File: src/rtl/uart_mp_pkg.sv
package uart_mp_pkg;

    typedef enum logic [2:0] {
        TX_IDLE, TX_START, TX_DATA, TX_ADDR, TX_PAR, TX_STOP
    } tx_state_e;

    typedef enum logic [2:0] {
        RX_HUNT, RX_QUAL, RX_DATA, RX_ADDR, RX_PAR, RX_STOP, RX_WAIT_HIGH
    } rx_state_e;

    // Field order matches the control register bit layout (bit 7 down to 0).
    typedef struct packed {
        logic       sleep;
        logic       addr_mode;
        logic       two_stop;
        logic       par_odd;
        logic       par_en;
        logic [2:0] len_m1;
    } cfg_t;

    typedef struct packed {
        logic       brk;
        logic       frm_err;
        logic       par_err;
        logic       addr;
        logic [7:0] data;
    } rx_frame_t;

    function automatic logic [7:0] len_mask(logic [2:0] len_m1);
        return 8'hFF >> (3'd7 - len_m1);
    endfunction

endpackage

File: src/rtl/uart_mp_baud.sv
module uart_mp_baud #(
    parameter int DIV_W = 16
) (
    input  logic             clk,
    input  logic             rst_n,
    input  logic [DIV_W-1:0] div,
    output logic             tick
);
    logic [DIV_W-1:0] cnt_q;

    assign tick = (cnt_q >= div);

    always_ff @(posedge clk or negedge rst_n) begin
        if (!rst_n)    cnt_q <= '0;
        else if (tick) cnt_q <= '0;
        else           cnt_q <= cnt_q + 1'b1;
    end

    // with a nonzero divisor, ticks never come on adjacent cycles
    p_tick_gap_r1: assert property (@(posedge clk) disable iff (!rst_n)
        (tick && div != '0) |=> (!tick || div != $past(div)));

endmodule

File: src/rtl/uart_mp_tx.sv
module uart_mp_tx
    import uart_mp_pkg::*;
#(
    parameter int OVS    = 8,
    parameter int DATA_W = 8
) (
    input  logic          clk,
    input  logic          rst_n,
    input  logic          tick,
    input  cfg_t          cfg,
    input  logic          hold_valid,
    input  logic [DATA_W:0] hold_word,
    output logic          take,
    output logic          txd,
    output logic          busy
);
    localparam int PH_W  = $clog2(OVS);
    localparam int BIT_W = $clog2(DATA_W);

    tx_state_e         state_q, state_d;
    logic [PH_W-1:0]   phase_q;
    logic [BIT_W-1:0]  bitn_q;
    logic [DATA_W-1:0] sh_q;
    logic              addr_q, par_q, stop2_q;
    logic              bit_end;

    assign bit_end = tick && (phase_q == PH_W'(OVS-1));
    assign take    = (state_q == TX_IDLE) && tick && hold_valid;

    always_comb begin
        state_d = state_q;
        unique case (state_q)
            TX_IDLE:  if (tick && hold_valid) state_d = TX_START;
            TX_START: if (bit_end) state_d = TX_DATA;
            TX_DATA:  if (bit_end && bitn_q == BIT_W'(cfg.len_m1))
                          state_d = cfg.addr_mode ? TX_ADDR : (cfg.par_en ? TX_PAR : TX_STOP);
            TX_ADDR:  if (bit_end) state_d = cfg.par_en ? TX_PAR : TX_STOP;
            TX_PAR:   if (bit_end) state_d = TX_STOP;
            TX_STOP:  if (bit_end && (!cfg.two_stop || stop2_q)) state_d = TX_IDLE;
            default:  state_d = TX_IDLE;
        endcase
    end

    always_ff @(posedge clk or negedge rst_n) begin
        if (!rst_n) begin
            state_q <= TX_IDLE;
            phase_q <= '0;
            bitn_q  <= '0;
            sh_q    <= '0;
            addr_q  <= 1'b0;
            par_q   <= 1'b0;
            stop2_q <= 1'b0;
        end else begin
            state_q <= state_d;
            if (take) begin
                sh_q    <= hold_word[DATA_W-1:0];
                addr_q  <= hold_word[DATA_W];
                par_q   <= (^(hold_word[DATA_W-1:0] & len_mask(cfg.len_m1)))
                           ^ (cfg.addr_mode & hold_word[DATA_W]) ^ cfg.par_odd;
                bitn_q  <= '0;
                stop2_q <= 1'b0;
                phase_q <= '0;
            end else if (tick && state_q != TX_IDLE) begin
                phase_q <= bit_end ? '0 : phase_q + 1'b1;
                if (bit_end && state_q == TX_DATA) begin
                    sh_q   <= sh_q >> 1;
                    bitn_q <= bitn_q + 1'b1;
                end
                if (bit_end && state_q == TX_STOP) stop2_q <= 1'b1;
            end
        end
    end

    always_comb begin
        txd = 1'b1;
        unique case (state_q)
            TX_IDLE:  txd = 1'b1;
            TX_START: txd = 1'b0;
            TX_DATA:  txd = sh_q[0];
            TX_ADDR:  txd = addr_q;
            TX_PAR:   txd = par_q;
            TX_STOP:  txd = 1'b1;
            default:  txd = 1'b1;
        endcase
        busy = (state_q != TX_IDLE);
    end

    // the shifter only leaves idle when a holding word was waiting
    p_start_needs_word_r12: assert property (@(posedge clk) disable iff (!rst_n)
        ($past(state_q) == TX_IDLE && state_q == TX_START) |-> $past(hold_valid));

endmodule

File: src/rtl/uart_mp_rx.sv
module uart_mp_rx
    import uart_mp_pkg::*;
#(
    parameter int OVS       = 8,
    parameter int DATA_W    = 8,
    parameter int IDLE_BITS = 10,
    parameter int SYNC      = 2
) (
    input  logic      clk,
    input  logic      rst_n,
    input  logic      tick,
    input  cfg_t      cfg,
    input  logic      rxd,
    output logic      frame_vld,
    output rx_frame_t frame
);
    localparam int PH_W       = $clog2(OVS);
    localparam int BIT_W      = $clog2(DATA_W);
    localparam int IDLE_TICKS = IDLE_BITS * OVS;
    localparam int IC_W       = $clog2(IDLE_TICKS + 1);
    localparam int QUAL       = OVS / 2;
    localparam int S0         = OVS / 2 - 1;

    rx_state_e         state_q, state_d;
    logic [SYNC-1:0]   sync_q;
    logic              rx_s;
    logic [PH_W-1:0]   phase_q;
    logic [BIT_W-1:0]  bitn_q;
    logic [DATA_W-1:0] sh_q;
    logic [2:0]        samp_q;
    logic [IC_W-1:0]   idle_q;
    logic              blk_q, addr_q, par_q, any_hi_q;
    logic              bit_end, vote, go_qual;

    assign rx_s    = sync_q[SYNC-1];
    assign bit_end = tick && (phase_q == PH_W'(OVS-1));
    assign vote    = (samp_q[0] & samp_q[1]) | (samp_q[0] & samp_q[2]) | (samp_q[1] & samp_q[2]);
    assign go_qual = (state_q == RX_HUNT) && tick && !rx_s;

    always_comb begin
        state_d = state_q;
        unique case (state_q)
            RX_HUNT:      if (tick && !rx_s) state_d = RX_QUAL;
            RX_QUAL:      if (tick && rx_s && phase_q < PH_W'(QUAL)) state_d = RX_HUNT;
                          else if (bit_end) state_d = RX_DATA;
            RX_DATA:      if (bit_end && bitn_q == BIT_W'(cfg.len_m1))
                              state_d = cfg.addr_mode ? RX_ADDR : (cfg.par_en ? RX_PAR : RX_STOP);
            RX_ADDR:      if (bit_end) state_d = cfg.par_en ? RX_PAR : RX_STOP;
            RX_PAR:       if (bit_end) state_d = RX_STOP;
            RX_STOP:      if (bit_end) state_d = vote ? RX_HUNT : RX_WAIT_HIGH;
            RX_WAIT_HIGH: if (tick && rx_s) state_d = RX_HUNT;
            default:      state_d = RX_HUNT;
        endcase
    end

    always_ff @(posedge clk or negedge rst_n) begin
        if (!rst_n) begin
            state_q   <= RX_HUNT;
            sync_q    <= '1;
            phase_q   <= '0;
            bitn_q    <= '0;
            sh_q      <= '0;
            samp_q    <= '0;
            idle_q    <= '0;
            blk_q     <= 1'b0;
            addr_q    <= 1'b0;
            par_q     <= 1'b0;
            any_hi_q  <= 1'b0;
            frame_vld <= 1'b0;
            frame     <= '0;
        end else begin
            state_q   <= state_d;
            sync_q    <= {sync_q[SYNC-2:0], rxd};
            frame_vld <= 1'b0;
            if (state_q == RX_HUNT) begin
                if (go_qual) begin
                    phase_q  <= PH_W'(1);
                    blk_q    <= (idle_q >= IC_W'(IDLE_TICKS));
                    idle_q   <= '0;
                    bitn_q   <= '0;
                    sh_q     <= '0;
                    any_hi_q <= 1'b0;
                end else if (tick && idle_q < IC_W'(IDLE_TICKS)) begin
                    idle_q <= idle_q + 1'b1;
                end
            end else if (tick) begin
                phase_q <= bit_end ? '0 : phase_q + 1'b1;
                if (phase_q == PH_W'(S0))     samp_q[0] <= rx_s;
                if (phase_q == PH_W'(S0 + 1)) samp_q[1] <= rx_s;
                if (phase_q == PH_W'(S0 + 2)) samp_q[2] <= rx_s;
                if (bit_end) begin
                    unique case (state_q)
                        RX_DATA: begin
                            sh_q[bitn_q] <= vote;
                            bitn_q       <= bitn_q + 1'b1;
                            any_hi_q     <= any_hi_q | vote;
                        end
                        RX_ADDR: begin
                            addr_q   <= vote;
                            any_hi_q <= any_hi_q | vote;
                        end
                        RX_PAR: begin
                            par_q    <= vote;
                            any_hi_q <= any_hi_q | vote;
                        end
                        RX_STOP: begin
                            frame_vld     <= 1'b1;
                            frame.data    <= sh_q & len_mask(cfg.len_m1);
                            frame.addr    <= cfg.addr_mode ? addr_q : blk_q;
                            frame.par_err <= cfg.par_en &
                                             ((^(sh_q & len_mask(cfg.len_m1)))
                                              ^ (cfg.addr_mode & addr_q) ^ par_q ^ cfg.par_odd);
                            frame.frm_err <= !vote;
                            frame.brk     <= !vote && !any_hi_q;
                        end
                        default: ;
                    endcase
                end
            end
        end
    end

    // a frame reported with a bad stop bit leaves the receiver waiting for a high line
    p_bad_stop_waits_r9: assert property (@(posedge clk) disable iff (!rst_n)
        (frame_vld && frame.frm_err) |-> (state_q == RX_WAIT_HIGH));

    // a break report always comes with a framing report
    p_break_has_framing_r10: assert property (@(posedge clk) disable iff (!rst_n)
        (frame_vld && frame.brk) |-> frame.frm_err);

endmodule

File: src/rtl/uart_mp.sv
module uart_mp
    import uart_mp_pkg::*;
#(
    parameter int DIV_W     = 16,
    parameter int OVS       = 8,
    parameter int DATA_W    = 8,
    parameter int IDLE_BITS = 10,
    parameter int BUS_W     = 16,
    parameter int RESET_DIV = 0
) (
    input  logic             clk,
    input  logic             rst_n,
    input  logic             bus_wr,
    input  logic             bus_rd,
    input  logic [2:0]       bus_addr,
    input  logic [BUS_W-1:0] bus_wdata,
    output logic [BUS_W-1:0] bus_rdata,
    input  logic             ser_rx,
    output logic             ser_tx
);
    localparam logic [2:0] A_CTRL = 3'd0;
    localparam logic [2:0] A_DIV  = 3'd1;
    localparam logic [2:0] A_TX   = 3'd2;
    localparam logic [2:0] A_RX   = 3'd3;
    localparam logic [2:0] A_STAT = 3'd4;

    cfg_t              cfg_q;
    logic [DIV_W-1:0]  div_q;
    logic [DATA_W:0]   hold_q, rxbuf_q;
    logic              hold_full_q, rx_full_q;
    logic              par_q, ovr_q, frm_q, brk_q;
    logic [BUS_W-1:0]  rdata_q;
    logic              tick, take, tx_busy, frame_vld, deliver, rd_rx, rd_st;
    rx_frame_t         frame;

    uart_mp_baud #(.DIV_W(DIV_W)) baud_i (
        .clk(clk), .rst_n(rst_n), .div(div_q), .tick(tick)
    );

    uart_mp_tx #(.OVS(OVS), .DATA_W(DATA_W)) tx_i (
        .clk(clk), .rst_n(rst_n), .tick(tick), .cfg(cfg_q),
        .hold_valid(hold_full_q), .hold_word(hold_q), .take(take),
        .txd(ser_tx), .busy(tx_busy)
    );

    uart_mp_rx #(.OVS(OVS), .DATA_W(DATA_W), .IDLE_BITS(IDLE_BITS), .SYNC(2)) rx_i (
        .clk(clk), .rst_n(rst_n), .tick(tick), .cfg(cfg_q), .rxd(ser_rx),
        .frame_vld(frame_vld), .frame(frame)
    );

    assign rd_rx     = bus_rd && bus_addr == A_RX;
    assign rd_st     = bus_rd && bus_addr == A_STAT;
    assign deliver   = frame_vld && !(cfg_q.sleep && !frame.addr);
    assign bus_rdata = rdata_q;

    always_ff @(posedge clk or negedge rst_n) begin
        if (!rst_n) begin
            cfg_q       <= cfg_t'(8'h07);
            div_q       <= DIV_W'(RESET_DIV);
            hold_q      <= '0;
            hold_full_q <= 1'b0;
            rxbuf_q     <= '0;
            rx_full_q   <= 1'b0;
            par_q       <= 1'b0;
            ovr_q       <= 1'b0;
            frm_q       <= 1'b0;
            brk_q       <= 1'b0;
            rdata_q     <= '0;
        end else begin
            if (bus_wr) begin
                unique case (bus_addr)
                    A_CTRL:  cfg_q <= cfg_t'(bus_wdata[7:0]);
                    A_DIV:   div_q <= bus_wdata[DIV_W-1:0];
                    default: ;
                endcase
            end
            if (take) hold_full_q <= 1'b0;
            else if (bus_wr && bus_addr == A_TX && !hold_full_q) begin
                hold_q      <= bus_wdata[DATA_W:0];
                hold_full_q <= 1'b1;
            end

            if (rd_rx) rx_full_q <= 1'b0;
            if (rd_st) {par_q, ovr_q, frm_q, brk_q} <= 4'b0;
            if (deliver) begin
                if (!rx_full_q || rd_rx) begin
                    rxbuf_q   <= {frame.addr, frame.data};
                    rx_full_q <= 1'b1;
                end else begin
                    ovr_q <= 1'b1;
                end
                if (frame.par_err) par_q <= 1'b1;
                if (frame.frm_err) frm_q <= 1'b1;
                if (frame.brk)     brk_q <= 1'b1;
            end

            if (bus_rd) begin
                unique case (bus_addr)
                    A_CTRL:  rdata_q <= BUS_W'(cfg_q);
                    A_DIV:   rdata_q <= BUS_W'(div_q);
                    A_RX:    rdata_q <= BUS_W'(rxbuf_q);
                    A_STAT:  rdata_q <= BUS_W'({brk_q, frm_q, ovr_q, par_q,
                                                tx_busy, !hold_full_q, rx_full_q});
                    default: rdata_q <= '0;
                endcase
            end
        end
    end

    // while asleep, only address frames can fill the receive buffer
    p_sleep_passes_addr_r11: assert property (@(posedge clk) disable iff (!rst_n)
        ($rose(rx_full_q) && $past(cfg_q.sleep)) |-> rxbuf_q[DATA_W]);

    // overrun can only rise while the buffer was holding unread data
    p_overrun_when_full_r8: assert property (@(posedge clk) disable iff (!rst_n)
        $rose(ovr_q) |-> $past(rx_full_q));

endmodule

File: config.mk
export PLATFORM = sky130hd
export DESIGN_NAME = uart_mp
export DESIGN_NICKNAME = d
export VERILOG_FILES = /design/src/rtl/uart_mp_pkg.sv /design/src/rtl/uart_mp_baud.sv /design/src/rtl/uart_mp_tx.sv /design/src/rtl/uart_mp_rx.sv /design/src/rtl/uart_mp.sv
export SDC_FILE = /design/constraint.sdc
export NUM_CORES = 1
export LEC_CHECK = 0
export BUFFER_PORTS_ARGS = -buffer_cell sky130_fd_sc_hd__buf_2
export CAP_MARGIN = 10
export CORE_MARGIN = 2
export CORE_UTILIZATION = 30
export CTS_CLUSTER_SIZE = 14
export DETAILED_ROUTE_END_ITERATION = 8
export GPL_TIMING_DRIVEN = 0
export HOLD_SLACK_MARGIN = 0.1
export SLEW_MARGIN = 20
export SYNTH_ARGS = -nofsm -noshare
export SYNTH_HDL_FRONTEND = slang
export SYNTH_SLANG_ARGS = --single-unit
File: constraint.sdc
create_clock -name clk -period 2.6 [get_ports clk]
set_input_delay 0.26 -clock clk [delete_from_list [all_inputs] [get_ports clk]]
set_output_delay 0.26 -clock clk [all_outputs]
set_load 0.03 [all_outputs]
# After elaboration in Yosys (flattened, before gate mapping)
# Cells that the tools add are included.
[totals] wordCells=261 reg_bits=146 input_bits=24 out_inout_bits=17
[classes] n_eq_ne=36 n_reduce_logical=70 muxes=80 n_lt_le_gt_ge=6 addsub=7 bitwise=18 shift=1
[ops] cell="3-bit 2-to-1 mux" count=31
[ops] cell="8-bit 2-to-1 mux" count=8
[ops] cell="16-bit case mux with 4 select lines" count=1
[ops] cell="1-bit 2-to-1 mux" count=32
[ops] cell="3-bit == test (second input constant)" count=10
[ops] cell="1-bit logical AND" count=25
[ops] cell="2-bit by 1-bit != test with 1-bit output (second input constant)" count=12
[ops] cell="3-bit by 2-bit == test with 1-bit output (second input constant)" count=7
[ops] cell="3-bit case mux with 7 select lines" count=1
[ops] cell="4-bit AND reduction" count=5
[ops] cell="3-bit case mux with 6 select lines" count=1
[ops] cell="2-bit AND reduction" count=9
[ops] cell="2-bit nonzero test" count=9
[ops] cell="16-bit by 1-bit adder with 16-bit output (second input constant)" count=1
[ops] cell="8-bit AND" count=2
[ops] cell="16-bit >= comparator" count=1
[ops] cell="16-bit 2-to-1 mux" count=1
[ops] cell="8-bit XOR reduction" count=2
[ops] cell="7-bit 2-to-1 mux" count=2
[ops] cell="3-bit by 1-bit adder with 3-bit output (second input constant)" count=4
[ops] cell="3-bit by 1-bit == test with 1-bit output (second input constant)" count=3
[ops] cell="3-bit zero test" count=3
[ops] cell="3-bit AND reduction" count=3
[ops] cell="8-bit bitwise mux" count=1
[ops] cell="other kinds (23)" count=44

# Longest topological paths before layout
[depth] word_depth=9 depth_mapped=11 ltp_nobuf=9

# Cells and area by module
# A second synthesis with hierarchy kept.
[hier_totals] cells_unflattened=753 hier_area_um2=7847.5
[modules_own_cells] mod="uart_mp" area_each_um2=2748.9 cells_each=210 instances=1
[modules_own_cells] mod="uart_mp_rx" area_each_um2=2561.2 cells_each=277 instances=1
[modules_own_cells] mod="uart_mp_tx" area_each_um2=1271.2 cells_each=136 instances=1
[modules_own_cells] mod="uart_mp_baud" area_each_um2=1266.2 cells_each=130 instances=1

# Least setup slack after synthesis
# No wires, ideal clock.
[synth_path] path_kind="register to register" start="reg baud_i.cnt_q[2]" end="reg rx_i.addr_q" stages_incl_launch_ff=10 period_less_slack_ps=2249 required_time_ps=2475 setup_time_ps=125 n_path_buf=1 setup_slack_ps=351 t_arrival_ps=2124 cell_sequence="dfrtp_1 -> ha_1 -> a211oi_1 -> o21ai_1 -> a21oi_1 -> o211ai_2 -> buf_4 -> and2_1 -> nand4b_1 -> mux2_2"
[synth_via] elab_chain_len=3
[synth_rtl] element="start: declaration" line_no="uart_mp_baud.sv:9" source="logic [DIV_W-1:0] cnt_q;"
[synth_rtl] element="start signal: assignment" line_no="uart_mp_baud.sv:16" source="else cnt_q <= cnt_q + 1'b1;"
[synth_rtl] element="16-bit >= comparator (*)" line_no="uart_mp_baud.sv:11" source="assign tick = (cnt_q >= div);"
[synth_rtl] element="1-bit logical AND" line_no="uart_mp_rx.sv:36" source="assign bit_end = tick && (phase_q == PH_W'(OVS-1));"
[synth_rtl] element="4-bit AND reduction (no source line) (*)"
[synth_rtl] element="end signal: assignment" line_no="uart_mp_rx.sv:99" source="addr_q <= vote;"
[synth_rtl] element="end: declaration" line_no="uart_mp_rx.sv:32" source="logic blk_q, addr_q, par_q, any_hi_q;"
# Mark *: on every way between the ends. The rest lies on a longest branch, timed or not.
# A chain may end at the register's enable or synchronous reset.

# Worst setup path after layout
[layout_path] start="reg baud_i.cnt_q[7]" end="reg rx_i.sh_q[2]"
[layout_via] elab_chain_len=5 elab_cells_between_ends=8 cone_classes="1 x order compare; 1 x eq/ne; 6 x reduce/logical"
[layout_rtl] element="16-bit >= comparator (*)" line_no="uart_mp_baud.sv:11"
[layout_rtl] element="1-bit logical AND (2 in a row)" line_no="uart_mp_rx.sv:38" source="assign go_qual = (state_q == RX_HUNT) && tick && !rx_s;"
[layout_rtl] element="2-bit by 1-bit != test with 1-bit output (no source line)"
[layout_rtl] element="4-bit AND reduction (no source line) (*)"
[layout_rtl] element="end signal: indexed assignment" line_no="uart_mp_rx.sv:94" source="sh_q[bitn_q] <= vote;"
[layout_rtl] element="end: declaration" line_no="uart_mp_rx.sv:29" source="logic [DATA_W-1:0] sh_q;"
# Marks and branches as above.

==> impl_metrics.py <==
metrics = {
    "finish": {
        "postLayoutCoreUtil_pct": 36.42,
        "nFillCells": 2420,
        "syn_to_final_growth_pct": 18.83,
        "seq_area_mm2": 0.003661,
        "instances_no_fill": 1183,
        "final_cell_mix": "dfrtp_1 (140), nand2_1 (96), o21ai_0 (65)",
        "final_common_cell": "dfrtp_1",
        "finalInstanceArea_mm2": 0.008909,
        "n_antenna_cell": 0,
        "fin_nets": 899,
        "multi_input_area_mm2": 0.003442,
        "final_layout_size_suffix_gt1_share_pct": 15.95,
    },
    "power": {
        "p_switching_uw": 2150,
        "seq_power_share_pct": 41.1,
        "power.internal_uw": 4929,
        "p_comb_share_pct": 20.8,
        "clkPwrFrac_pct": 38.1,
        "peakVddDrop_mv": 0.4872,
        "p_sw_share_pct": 30.37,
        "powerDensity_mw_per_mm2": 794.7,
        "cellLeakagePower_uw": 0.003997,
    },
    "logic_synthesis": {
        "ys_seq_area_share_pct": 48.82,
        "syn_area_per_cell_um2": 9.624,
        "synthDistinctLibCells": 56,
        "synth.yosys.warnings": 0,
        "synth_flop_cell": "dfrtp_1",
        "ys_async_sr_fraction_pct": 100.0,
        "syn_nets": 831,
        "ys_ff_latch": 146,
        "synth_edf_count": 0,
        "syn-instance-count": 779,
        "netlist_area_mm2": 0.007497,
    },
    "route": {
        "dr.pass1.iters": 5,
        "drt-total-wl_mm": 18.10,
        "wl_per_cell_um": 15.30,
        "avgViaCountPerCell": 4.895,
        "final_antenna_net_count": 0,
        "drc": 0,
        "vias": 5791,
        "drt_iter0_drc": 441,
    },
    "global_routing": {
        "grt_pass1_wl_mm": 29.95,
        "grtUsageTotal_pct": 14.33,
        "grt-ovfl-total": 0,
        "grt_pass1_vias": 5690,
        "antenna_found_initial": 0,
        "grt_max_degree": 97,
    },
    "placed_design": {
        "place_hpwl_mm": 12.85,
        "gp_congestion": 0.8280,
        "placed_cells": 1142,
        "io_buffers": 38,
        "placed_area_mm2": 0.008130,
    },
    "sta": {
        "setup_viol": 0,
        "period_share_pct": 93.25,
        "rsz0062_at_grt": "no",
        "finClkSkew_ns": 0.007005,
        "maxSlewViolCount": 0,
        "finalHoldViolCount": 0,
        "max_freq_mhz": 412.5,
        "tightestPinTransition_ns": 0.8625,
        "period_needed_ns": 2.424,
        "slew_headroom_pct": 42.06,
    },
    "setup_path": {
        "crit_required_ns": 2.90,
        "startpoint_type": "register",
        "crit_type": "register to register",
        "cp_max_fo": 10,
        "cp-end-kind": "register",
        "worstPathArrival_ns": 2.72,
    },
    "die": {
        "die_area_mm2": 0.02627,
        "die_h_um": 162.1,
        "pin_count": 41,
        "fp.dieW_um": 162.1,
        "rows": 57,
        "initial_utilization_pct": 30.65,
        "core_mm2": 0.02446,
    },
    "clocking": {
        "clock_sinks": 146,
        "cts-root-buf": "clkbuf_16",
        "clockBufferDepth": 2,
        "cts_tree": "yes",
        "cts.reportedPaths.clkPinSlew_ns": 0.06,
        "cts_setup_buffers": 0,
        "clkLatencyLatePin_ns": 0.43,
        "cts_max_level": 4,
        "cts_buffers": 17,
    },
    "run_status": {
        "run_status": "finished, final reports clean",
    },
    "job": {
        "drv_cap": 0,
    },
    "hold_path": {
        "hp-class": "input port to register",
    },
}
cell usage after synthesis, types with 8 or more instances:
master	n	share of area (%)
nor2_1	48	2.4
a22oi_1	9	0.90
nor3_1	10	0.67
o22ai_1	19	1.6
o31ai_1	10	1.0
mux2_2	32	4.8
inv_1	59	3.0
ha_1	28	4.7
xnor2_1	21	2.5
clkbuf_1	26	1.3
a22o_1	13	1.5
dfrtp_1	141	47
nand3_1	30	2.0
o21ai_0	65	4.3
a21oi_1	34	2.3
xor2_1	16	1.9
nand2_1	96	4.8
mux2i_1	8	1.1
buf_2	10	0.67
routing by layer:
| metal | wire length, um | up-vias | share of wire, % | GRT usage [%] |
|---|---|---|---|---|
| met3 | 805 | 23 | 4.4 | 3.243 |
| met1 | 8922 | 2776 | 49 | 20.24 |
| li1 | - | 2864 | - | - |
| met2 | 8102 | 128 | 45 | 21.80 |
| met4 | 274 | 0 | 1.5 | 4.626 |
| met5 | 0 | - | 0 | 0 |
critical path: stages, from the launching register on:
cell	delay, ns
dfrtp_1	0.44
ha_1	0.32
nand2_1	0.07
o21ai_0	0.21
a21oi_2	0.08
o211ai_4	0.26
buf_6	0.19
nand3_1	0.09
buf_2	0.19
o311ai_0	0.31
o41ai_1	0.13
timing repair:
action,4_1_cts,5_1_grt
setup endpoints to repair,0,47
gates resized for setup,0,9
endpoints found under the hold margin,59,0
hold buffers,10,0
flip-flops by register name, indices dropped and copies added, names as in the netlist, 7 cells and up:
| name | cells |
|---|---|
| baud_i.cnt_q | 16 |
| tx_i.sh_q | 8 |
| rx_i.frame | 12 |
| div_q | 16 |
| rxbuf_q | 9 |
| rx_i.sh_q | 8 |
| hold_q | 9 |
| rx_i.idle_q | 7 |
| cfg_q | 8 |
| bus_rdata | 16 |
kinds of logic (layout without fill, tap and decap cells):
logic type,count (synthesis),in the layout,share of synthesized area [%]
xor gates and xnor gates,37,37,4.322
and+or+nand+nor,223,223,13.53
DFF,146,146,48.82
buffers and inverters,102,182,5.574
muxes,40,40,5.875
AOI/OAI and AO/OA,202,202,17.07
adders and majority gates,29,29,4.806
power groups by stage:
stage               Combinational, uW  Sequential [uW]  Clock [uW]
global route                     1660             2960        2860
floorplan                        1040             2860           0
global placement                 1400             2940           0
CTS                              1460             2910        2750
finish                           1470             2910        2700
detailed placement               1440             2940           0
final timing paths:
path                                           start                          to  slack [ns]  cells past startpoint
max reg2reg                baud_i.cnt_q[7]$_DFF_PN0_    rx_i.sh_q[2]$_DFFE_PN0P_        0.18                     10
max in group asynchronous                      rst_n        cfg_q[0]$_DFFE_PN1P_        1.46                      3
min in group asynchronous                      rst_n  baud_i.cnt_q[12]$_DFF_PN0_        0.32                      2
min reg2reg                 rx_i.sync_q[0]$_DFF_PN1_    rx_i.sync_q[1]$_DFF_PN1_        0.36                      0
min                                     bus_wdata[1]        div_q[1]$_DFFE_PN0P_        0.11                      3
max                        baud_i.cnt_q[7]$_DFF_PN0_    rx_i.sh_q[2]$_DFFE_PN0P_        0.18                     10
area by class of cell:
class	count	share of cell area [%]
Sequential cell	146	41.10
Multi-Input combinational cell	531	38.64
Clock buffer	18	4.930
Tap cell	324	4.551
Timing Repair Buffer	49	3.680
Inverter	59	2.486
Clock inverter	13	2.346
Buffer	43	2.275
through the flow:
stage	TNS [ns]	hold slack (ns)	total power [uW]	worst slack [ns]
4_1_cts	0	0.1040	7115	0.04499
3_3_place_gp	-128.88	0.3453	4346	-0.9273
6_report	0	0.1109	7079	0.1756
5_1_grt	0	0.1131	7480	0.01025
2_1_floorplan	0	-0.03559	3908	0.3513
3_5_place_dp	0	0.1995	4380	0.05497
Note: power is estimated with default switching activity, not from simulation.
